--- src/rtl/step_alu_pkg.sv ---
package step_alu_pkg;

    localparam int DATA_W = 32;
    localparam int BYTE_W = 8;
    localparam int OP_W   = 4;
    localparam int GUARD  = 2;
    localparam int ADD_W  = DATA_W + GUARD;
    localparam int CLA_GS = 2;

    typedef logic [DATA_W-1:0] word_t;
    typedef logic [ADD_W-1:0]  wide_t;

    typedef enum logic [OP_W-1:0] {
        OP_ADD   = 4'd0,
        OP_SUB   = 4'd1,
        OP_AND   = 4'd2,
        OP_OR    = 4'd3,
        OP_XOR   = 4'd4,
        OP_MSTEP = 4'd5,
        OP_DSTEP = 4'd6,
        OP_BINS  = 4'd7,
        OP_BEXT  = 4'd8
    } alu_op_e;

    // Recoded multiplier digit: magnitude 0, 1 or 2 with a sign.
    typedef struct packed {
        logic zero;
        logic dbl;
        logic neg;
    } booth_sel_t;

    typedef struct packed {
        word_t res;
        word_t hi;
        word_t lo;
        logic  bt;
    } alu_out_t;

    function automatic booth_sel_t booth_recode(input logic [2:0] win);
        booth_sel_t s;
        s = '{zero: 1'b0, dbl: 1'b0, neg: 1'b0};
        unique case (win)
            3'b000, 3'b111: s.zero = 1'b1;
            3'b001, 3'b010: s.neg  = 1'b0;
            3'b011:         s.dbl  = 1'b1;
            3'b100:         begin s.dbl = 1'b1; s.neg = 1'b1; end
            default:        s.neg  = 1'b1;
        endcase
        return s;
    endfunction

    function automatic wide_t sext_word(input word_t v);
        return {{GUARD{v[DATA_W-1]}}, v};
    endfunction

    function automatic logic is_step_op(input logic [OP_W-1:0] op);
        return (op == OP_MSTEP) || (op == OP_DSTEP);
    endfunction

endpackage

--- src/rtl/step_alu_cla.sv ---
module step_alu_cla #(
    parameter int W  = 34,
    parameter int GS = 2
) (
    input  logic [W-1:0] x_i,
    input  logic [W-1:0] y_i,
    input  logic         c_i,
    output logic [W-1:0] s_o
);
    localparam int NG = W / GS;

    logic [W-1:0]  gen, prop, cin_bit;
    logic [NG-1:0] grp_cin;
    logic [NG-2:0] grp_g, grp_p;

    assign gen  = x_i & y_i;
    assign prop = x_i ^ y_i;

    // Lookahead across groups: each group carry from the group terms.
    always_comb begin
        grp_cin[0] = c_i;
        for (int k = 1; k < NG; k++) begin
            grp_cin[k] = grp_g[k-1] | (grp_p[k-1] & grp_cin[k-1]);
        end
    end

    for (genvar k = 0; k < NG; k++) begin : g_grp
        logic [GS-1:0] lc;

        if (k < NG - 1) begin : g_terms
            logic gl, pl;
            always_comb begin
                gl = 1'b0;
                pl = 1'b1;
                for (int j = 0; j < GS; j++) begin
                    gl = gen[k*GS+j] | (prop[k*GS+j] & gl);
                    pl = pl & prop[k*GS+j];
                end
            end
            assign grp_g[k] = gl;
            assign grp_p[k] = pl;
        end

        always_comb begin
            lc[0] = grp_cin[k];
            for (int j = 1; j < GS; j++) begin
                lc[j] = gen[k*GS+j-1] | (prop[k*GS+j-1] & lc[j-1]);
            end
        end
        assign cin_bit[k*GS +: GS] = lc;
    end

    assign s_o = prop ^ cin_bit;

endmodule

--- src/rtl/step_alu_bytes.sv ---
module step_alu_bytes #(
    parameter int W  = 32,
    parameter int BW = 8
) (
    input  logic [W-1:0]              word_i,
    input  logic [BW-1:0]             val_i,
    input  logic [$clog2(W/BW)-1:0]   sel_i,
    output logic [W-1:0]              ins_o,
    output logic [W-1:0]              ext_o
);
    localparam int NB = W / BW;
    localparam int SW = $clog2(NB);

    for (genvar g = 0; g < NB; g++) begin : g_lane
        assign ins_o[g*BW +: BW] = (sel_i == SW'(g)) ? val_i : word_i[g*BW +: BW];
    end

    always_comb begin
        ext_o = '0;
        for (int b = 0; b < NB; b++) begin
            if (sel_i == SW'(b)) ext_o[BW-1:0] = word_i[b*BW +: BW];
        end
    end

endmodule

--- src/rtl/step_alu.sv ---
module step_alu
    import step_alu_pkg::*;
(
    input  logic                              clk,
    input  logic                              rst,
    input  logic [OP_W-1:0]                   op_i,
    input  logic [DATA_W-1:0]                 a_i,
    input  logic [DATA_W-1:0]                 b_i,
    input  logic [DATA_W-1:0]                 hi_i,
    input  logic [DATA_W-1:0]                 lo_i,
    input  logic                              bit_i,
    input  logic [$clog2(DATA_W/BYTE_W)-1:0]  sel_i,
    output logic [DATA_W-1:0]                 res_o,
    output logic [DATA_W-1:0]                 hi_o,
    output logic [DATA_W-1:0]                 lo_o,
    output logic                              bit_o
);
    localparam int MSB = DATA_W - 1;

    wide_t      add_x, add_y, add_s, booth_mag;
    logic       add_c;
    booth_sel_t bsel;
    word_t      shl_rem, ins_w, ext_w;
    alu_out_t   nxt, q;

    // Operand steering for the single shared adder.
    always_comb begin
        bsel      = booth_recode({lo_i[1:0], bit_i});
        shl_rem   = {hi_i[MSB-1:0], lo_i[MSB]};
        booth_mag = bsel.zero ? '0 :
                    (bsel.dbl ? (sext_word(a_i) << 1) : sext_word(a_i));
        add_x = '0;
        add_y = '0;
        add_c = 1'b0;
        case (op_i)
            OP_ADD: begin
                add_x = sext_word(a_i);
                add_y = sext_word(b_i);
            end
            OP_SUB: begin
                add_x = sext_word(a_i);
                add_y = ~sext_word(b_i);
                add_c = 1'b1;
            end
            OP_MSTEP: begin
                add_x = sext_word(hi_i);
                add_y = bsel.neg ? ~booth_mag : booth_mag;
                add_c = bsel.neg;
            end
            OP_DSTEP: begin
                add_x = sext_word(shl_rem);
                add_y = hi_i[MSB] ? sext_word(a_i) : ~sext_word(a_i);
                add_c = ~hi_i[MSB];
            end
            default: ;
        endcase
    end

    step_alu_cla #(.W(ADD_W), .GS(CLA_GS)) i_cla (
        .x_i (add_x),
        .y_i (add_y),
        .c_i (add_c),
        .s_o (add_s)
    );

    step_alu_bytes #(.W(DATA_W), .BW(BYTE_W)) i_bytes (
        .word_i (a_i),
        .val_i  (b_i[BYTE_W-1:0]),
        .sel_i  (sel_i),
        .ins_o  (ins_w),
        .ext_o  (ext_w)
    );

    // Result and auxiliary-state selection.
    always_comb begin
        nxt = '{res: '0, hi: hi_i, lo: lo_i, bt: bit_i};
        case (op_i)
            OP_ADD, OP_SUB: nxt.res = add_s[MSB:0];
            OP_AND:         nxt.res = a_i & b_i;
            OP_OR:          nxt.res = a_i | b_i;
            OP_XOR:         nxt.res = a_i ^ b_i;
            OP_MSTEP: begin
                nxt.hi  = add_s[DATA_W+1:2];
                nxt.lo  = {add_s[1:0], lo_i[MSB:2]};
                nxt.bt  = lo_i[1];
                nxt.res = add_s[DATA_W+1:2];
            end
            OP_DSTEP: begin
                nxt.hi  = add_s[MSB:0];
                nxt.lo  = {lo_i[MSB-1:0], ~add_s[MSB]};
                nxt.res = add_s[MSB:0];
            end
            OP_BINS:        nxt.res = ins_w;
            OP_BEXT:        nxt.res = ext_w;
            default:        nxt.res = '0;
        endcase
    end

    always_ff @(posedge clk) begin
        if (rst) q <= '0;
        else     q <= nxt;
    end

    assign res_o = q.res;
    assign hi_o  = q.hi;
    assign lo_o  = q.lo;
    assign bit_o = q.bt;

endmodule

--- config.mk ---
export PLATFORM = sky130hd
export DESIGN_NAME = step_alu
export DESIGN_NICKNAME = d
export VERILOG_FILES = /design/src/rtl/step_alu_pkg.sv /design/src/rtl/step_alu_cla.sv /design/src/rtl/step_alu_bytes.sv /design/src/rtl/step_alu.sv
export SDC_FILE = /design/constraint.sdc
export NUM_CORES = 1
export LEC_CHECK = 0
export BUFFER_PORTS_ARGS = -buffer_cell sky130_fd_sc_hd__clkbuf_2
export CELL_PAD_IN_SITES_DETAIL_PLACEMENT = 1
export CELL_PAD_IN_SITES_GLOBAL_PLACEMENT = 2
export CORE_ASPECT_RATIO = 0.7
export CORE_MARGIN = 2
export CORE_UTILIZATION = 28
export DETAILED_ROUTE_END_ITERATION = 7
export GPL_ROUTABILITY_DRIVEN = 0
export PLACE_DENSITY = 0.87
export SYNTH_ARGS = -nofsm -noshare
export SYNTH_HDL_FRONTEND = slang
export SYNTH_SLANG_ARGS = --single-unit
--- constraint.sdc ---
create_clock -name clk -period 5.2 [get_ports clk]
set_clock_uncertainty 0.2 [all_clocks]
set_input_delay 0.52 -clock clk [delete_from_list [all_inputs] [get_ports clk]]
set_output_delay 0.52 -clock clk [all_outputs]
set_load 0.01 [all_outputs]
==> summary.md <==
| Metric | Value |
|---|---|
| Synth warn | `0` |
| Tmin final | `4.96 ns` |
| Kind of end point of the critical path | `flip-flop` |
| Port bufs | `233` |
| Via count | `11182` |
| Switch Pwr | `888 µW` |
| Initial antenna violation count | `0` |
| Power, Total | `2360 µW` |
| Root Buffer | `clkbuf_16` |
| Core Rows | `56` |
| FILL cells | `4093` |
| Seq pwr share | `33.9%` |
| Req. time, crit path | `5.25 ns` |
| FF/Latch Area | `0.00194 mm²` |
| Actual slew at the worst max-slew pin | `1.22 ns` |
| # Max-Cap Violations | `0` |
| Pleak | `0.00603 µW` |
| CTS Sinks | `97` |
| Net Sw Frac | `37.7%` |
| Main area contributors after synthesis | `dfxtp_1 20%, ha_1 13%, a21oi_1 7.5%, nand2_1 5.3%, a22oi_1 4.5%` |
| Top Ports | `234` |
| Mapped cell area | `0.00955 mm²` |
| Status | `complete, no violations` |
| RSZ-0062 raised after global routing | `false` |
| Seq/Total Area, Yosys | `20.3%` |
| Hold Path Cell Cnt | `3` |
| Syn_nets | `1505` |
| Share of the synthesized area in the top cell type | `20.3%` |
| DRT antenna net count | `0` |
| Finished Core Util | `36.6%` |
| Finished Cell Area | `0.0123 mm²` |
| Hold Fails Final Rpt | `0` |
| Multi-input gate area | `0.00678 mm²` |
| Die X | `225 µm` |
| Hold_buf cts | `0` |
| First-pass GRT wire length | `67200 µm` |
| Post-Syn Instances | `1255` |
| Post-synth ARST share | `0%` |
| Worst slew margin | `18.2%` |
| DRT iter0 DRCs | `1030` |
| Post-synth cell types | `53` |
| Pre-antenna DRT Iters | `6` |
| Final setup viols | `0` |
| Int Pwr | `1470 µW` |
| GRT Residual Overflow | `0` |
| Number of vias per cell | `5.75` |
| VDD IR max | `0.000140 V` |
| FMAX | `202 MHz` |
| Final net count | `1755` |
| Setup bufs post-CTS | `0` |
| Comb power frac | `36.9%` |
| Syn_area_per_cell | `7.61 µm²` |
| DP Wirelength | `34400 µm` |
| Fin Setup TNS | `0 ns` |
| Critical Path Fanout Max | `17` |
| Final WL | `44600 µm` |
| Ant diodes | `0` |
| Largest area contributor in the netlist | `dfxtp_1` |
| Kind of critical path | `in -> reg` |
| Avg WL per Cell | `22.9 µm` |
| Remaining DRCs | `0` |
| Flops & latches, synth | `97` |
| CTS tree | `yes` |
| Die area | `0.0356 mm²` |
| Clk buf depth | `2` |
| Largest net degree at the start of global routing | `67` |
| Final Slew Violations | `0` |
| Initial core utilization | `28.5%` |
| Worst Path Arrival | `5.02 ns` |
| Clk pwr share | `29.1%` |
| Fraction of layout cells with a size suffix above 1 | `27.7%` |
| Core footprint | `0.0336 mm²` |
| Die boundary height | `159 µm` |
| Clock transition at path regs | `0.08 ns` |
| Total GRT Usage | `24.6%` |
| PwrDens | `192 mW/mm²` |
| EDFF count, synth | `0` |
| Top_reg_cell synth | `dfxtp_1` |
| Num CTS Buffers | `9` |
| H-tree level count | `3` |
| Worst Hold Class | `in -> reg` |
| Area grow syn2layout | `28.5%` |
| Cell Area, Placed | `0.0120 mm²` |
| Worst setup SP type | `input port` |
| Vias in the first global route | `11213` |
| Final Cycle Share | `95.4%` |
## layout make-up
class / instances / area share, %
inverters: 102 / 3.12
well taps: 435 / 4.43
clock inverters: 6 / 0.418
multi-input cells: 921 / 55.2
repair buffers: 374 / 19.1
clock buffers: 9 / 1.83
flip-flops and latches: 97 / 15.8
## per-stage QoR
step / setup slack, ns / std cells / hold slack (ns)
finish: 0.239 / 1944 / 0.183
detailed placement: -0.356 / 1929 / 0.592
global route: 0.00235 / 1944 / 0.196
CTS: 0.0146 / 1944 / 0.164
floorplan: 0.0458 / 1255 / 0.456
global placement: -0.177 / 1929 / 0.589
## final timing paths
kind | from | to | slack [ns]
worst max-delay path | lo_i[1] | res_o[21]$_SDFF_PP0_ | 0.24
worst min-delay path | lo_i[16] | lo_o[16]$_SDFF_PP0_ | 0.18
## power by group through the flow
stage               clock, µW  combinational [µW]  sequential [µW]
floorplan                   0                 432              839
global placement            0                 826              817
detailed placement          0                 853              817
CTS                       716                 859              800
global route              735                 944              804
finish                    687                 870              799
## per-layer routing
| layer | GRT usage (%) | vias to the layer above | routed length (µm) |
|---|---|---|---|
| met5 | 0 | - | 0 |
| met4 | 7.22 | 0 | 910 |
| met3 | 5.07 | 58 | 3650 |
| met2 | 38.5 | 492 | 19600 |
| met1 | 34.1 | 5565 | 20400 |
| li1 | - | 5067 | - |
## critical path: stages
cell and delay [ns]:
clkbuf_2 0.15, buf_4 0.32, xnor2_1 0.17, o221ai_1 0.18, a221o_1 0.35, ha_1 0.24
a211oi_1 0.37, nand2_1 0.15, nor2_1 0.15, nor2_1 0.07, or4_4 0.55, a21o_1 0.20
a21o_1 0.20, fa_1 0.43, xnor2_1 0.29, nor2_1 0.07, a2111oi_1 0.49, nor2_1 0.08
## cells by family (layout without fill, tap and decap cells)
group           Yosys count  after routing  synth area share [%]
compound gates          459            459                  33.3
flops                    97             97                  20.3
xor+xnor                 80             80                  7.33
buf+inv                 237            491                  9.55
simple gates            259            259                  11.3
mux                      10             10                  2.10
fa+ha+maj               113            113                  16.1
## flip-flops by register name, summed over array words and instances (netlist names)
register and cells:
bit_o 1, hi_o 32, lo_o 32, res_o 32
## cells in the final DEF (no fill, tap or decap), drive strengths merged, types with 3 or more instances in the layout
cell,n
nand4,3
nor2b,4
a21o,14
xor2,40
nor3,11
nor2,76
ha,96
or2,3
nand2b,4
dfxtp,97
a211oi,7
buf,141
nand2,134
a221o,30
o221ai,32
o21ai,34
a22oi,57
mux4,8
inv,106
a31oi,14
clkbuf,242
nand3,10
fa,17
a221oi,24
o22ai,54
xnor2,40
a222oi,32
a22o,6
a21oi,144
or3,4
## synthesized netlist by cell type, types with 2 or more instances
cell       count
a21oi_1      144
nand2_1      134
clkbuf_1     114
inv_1        102
dfxtp_1       97
ha_1          96
nor2_1        76
a22oi_1       57
o22ai_1       53
xnor2_1       40
xor2_1        40
o21ai_0       33
a222oi_1      32
o221ai_1      32
a221o_1       30
a221oi_1      24
fa_1          17
a21o_1        14
a31oi_1       14
nor3_1        11
buf_1         10
nand3_1       10
buf_2          9
mux4_2         8
a22o_1         6
a211oi_1       5
nand2b_1       4
nor2b_1        4
or3_1          4
nand4_1        3
or2_2          3
a2111oi_0      2
a211oi_2       2
a21boi_0       2
and2_1         2
and3_1         2
mux2i_1        2
o21a_1         2
## repair_timing
action	CTS	global route
hold endpoints to repair	0	0
endpoints found under the setup margin	0	16
resized for setup	0	5
(Power assumes the default switching activity.)
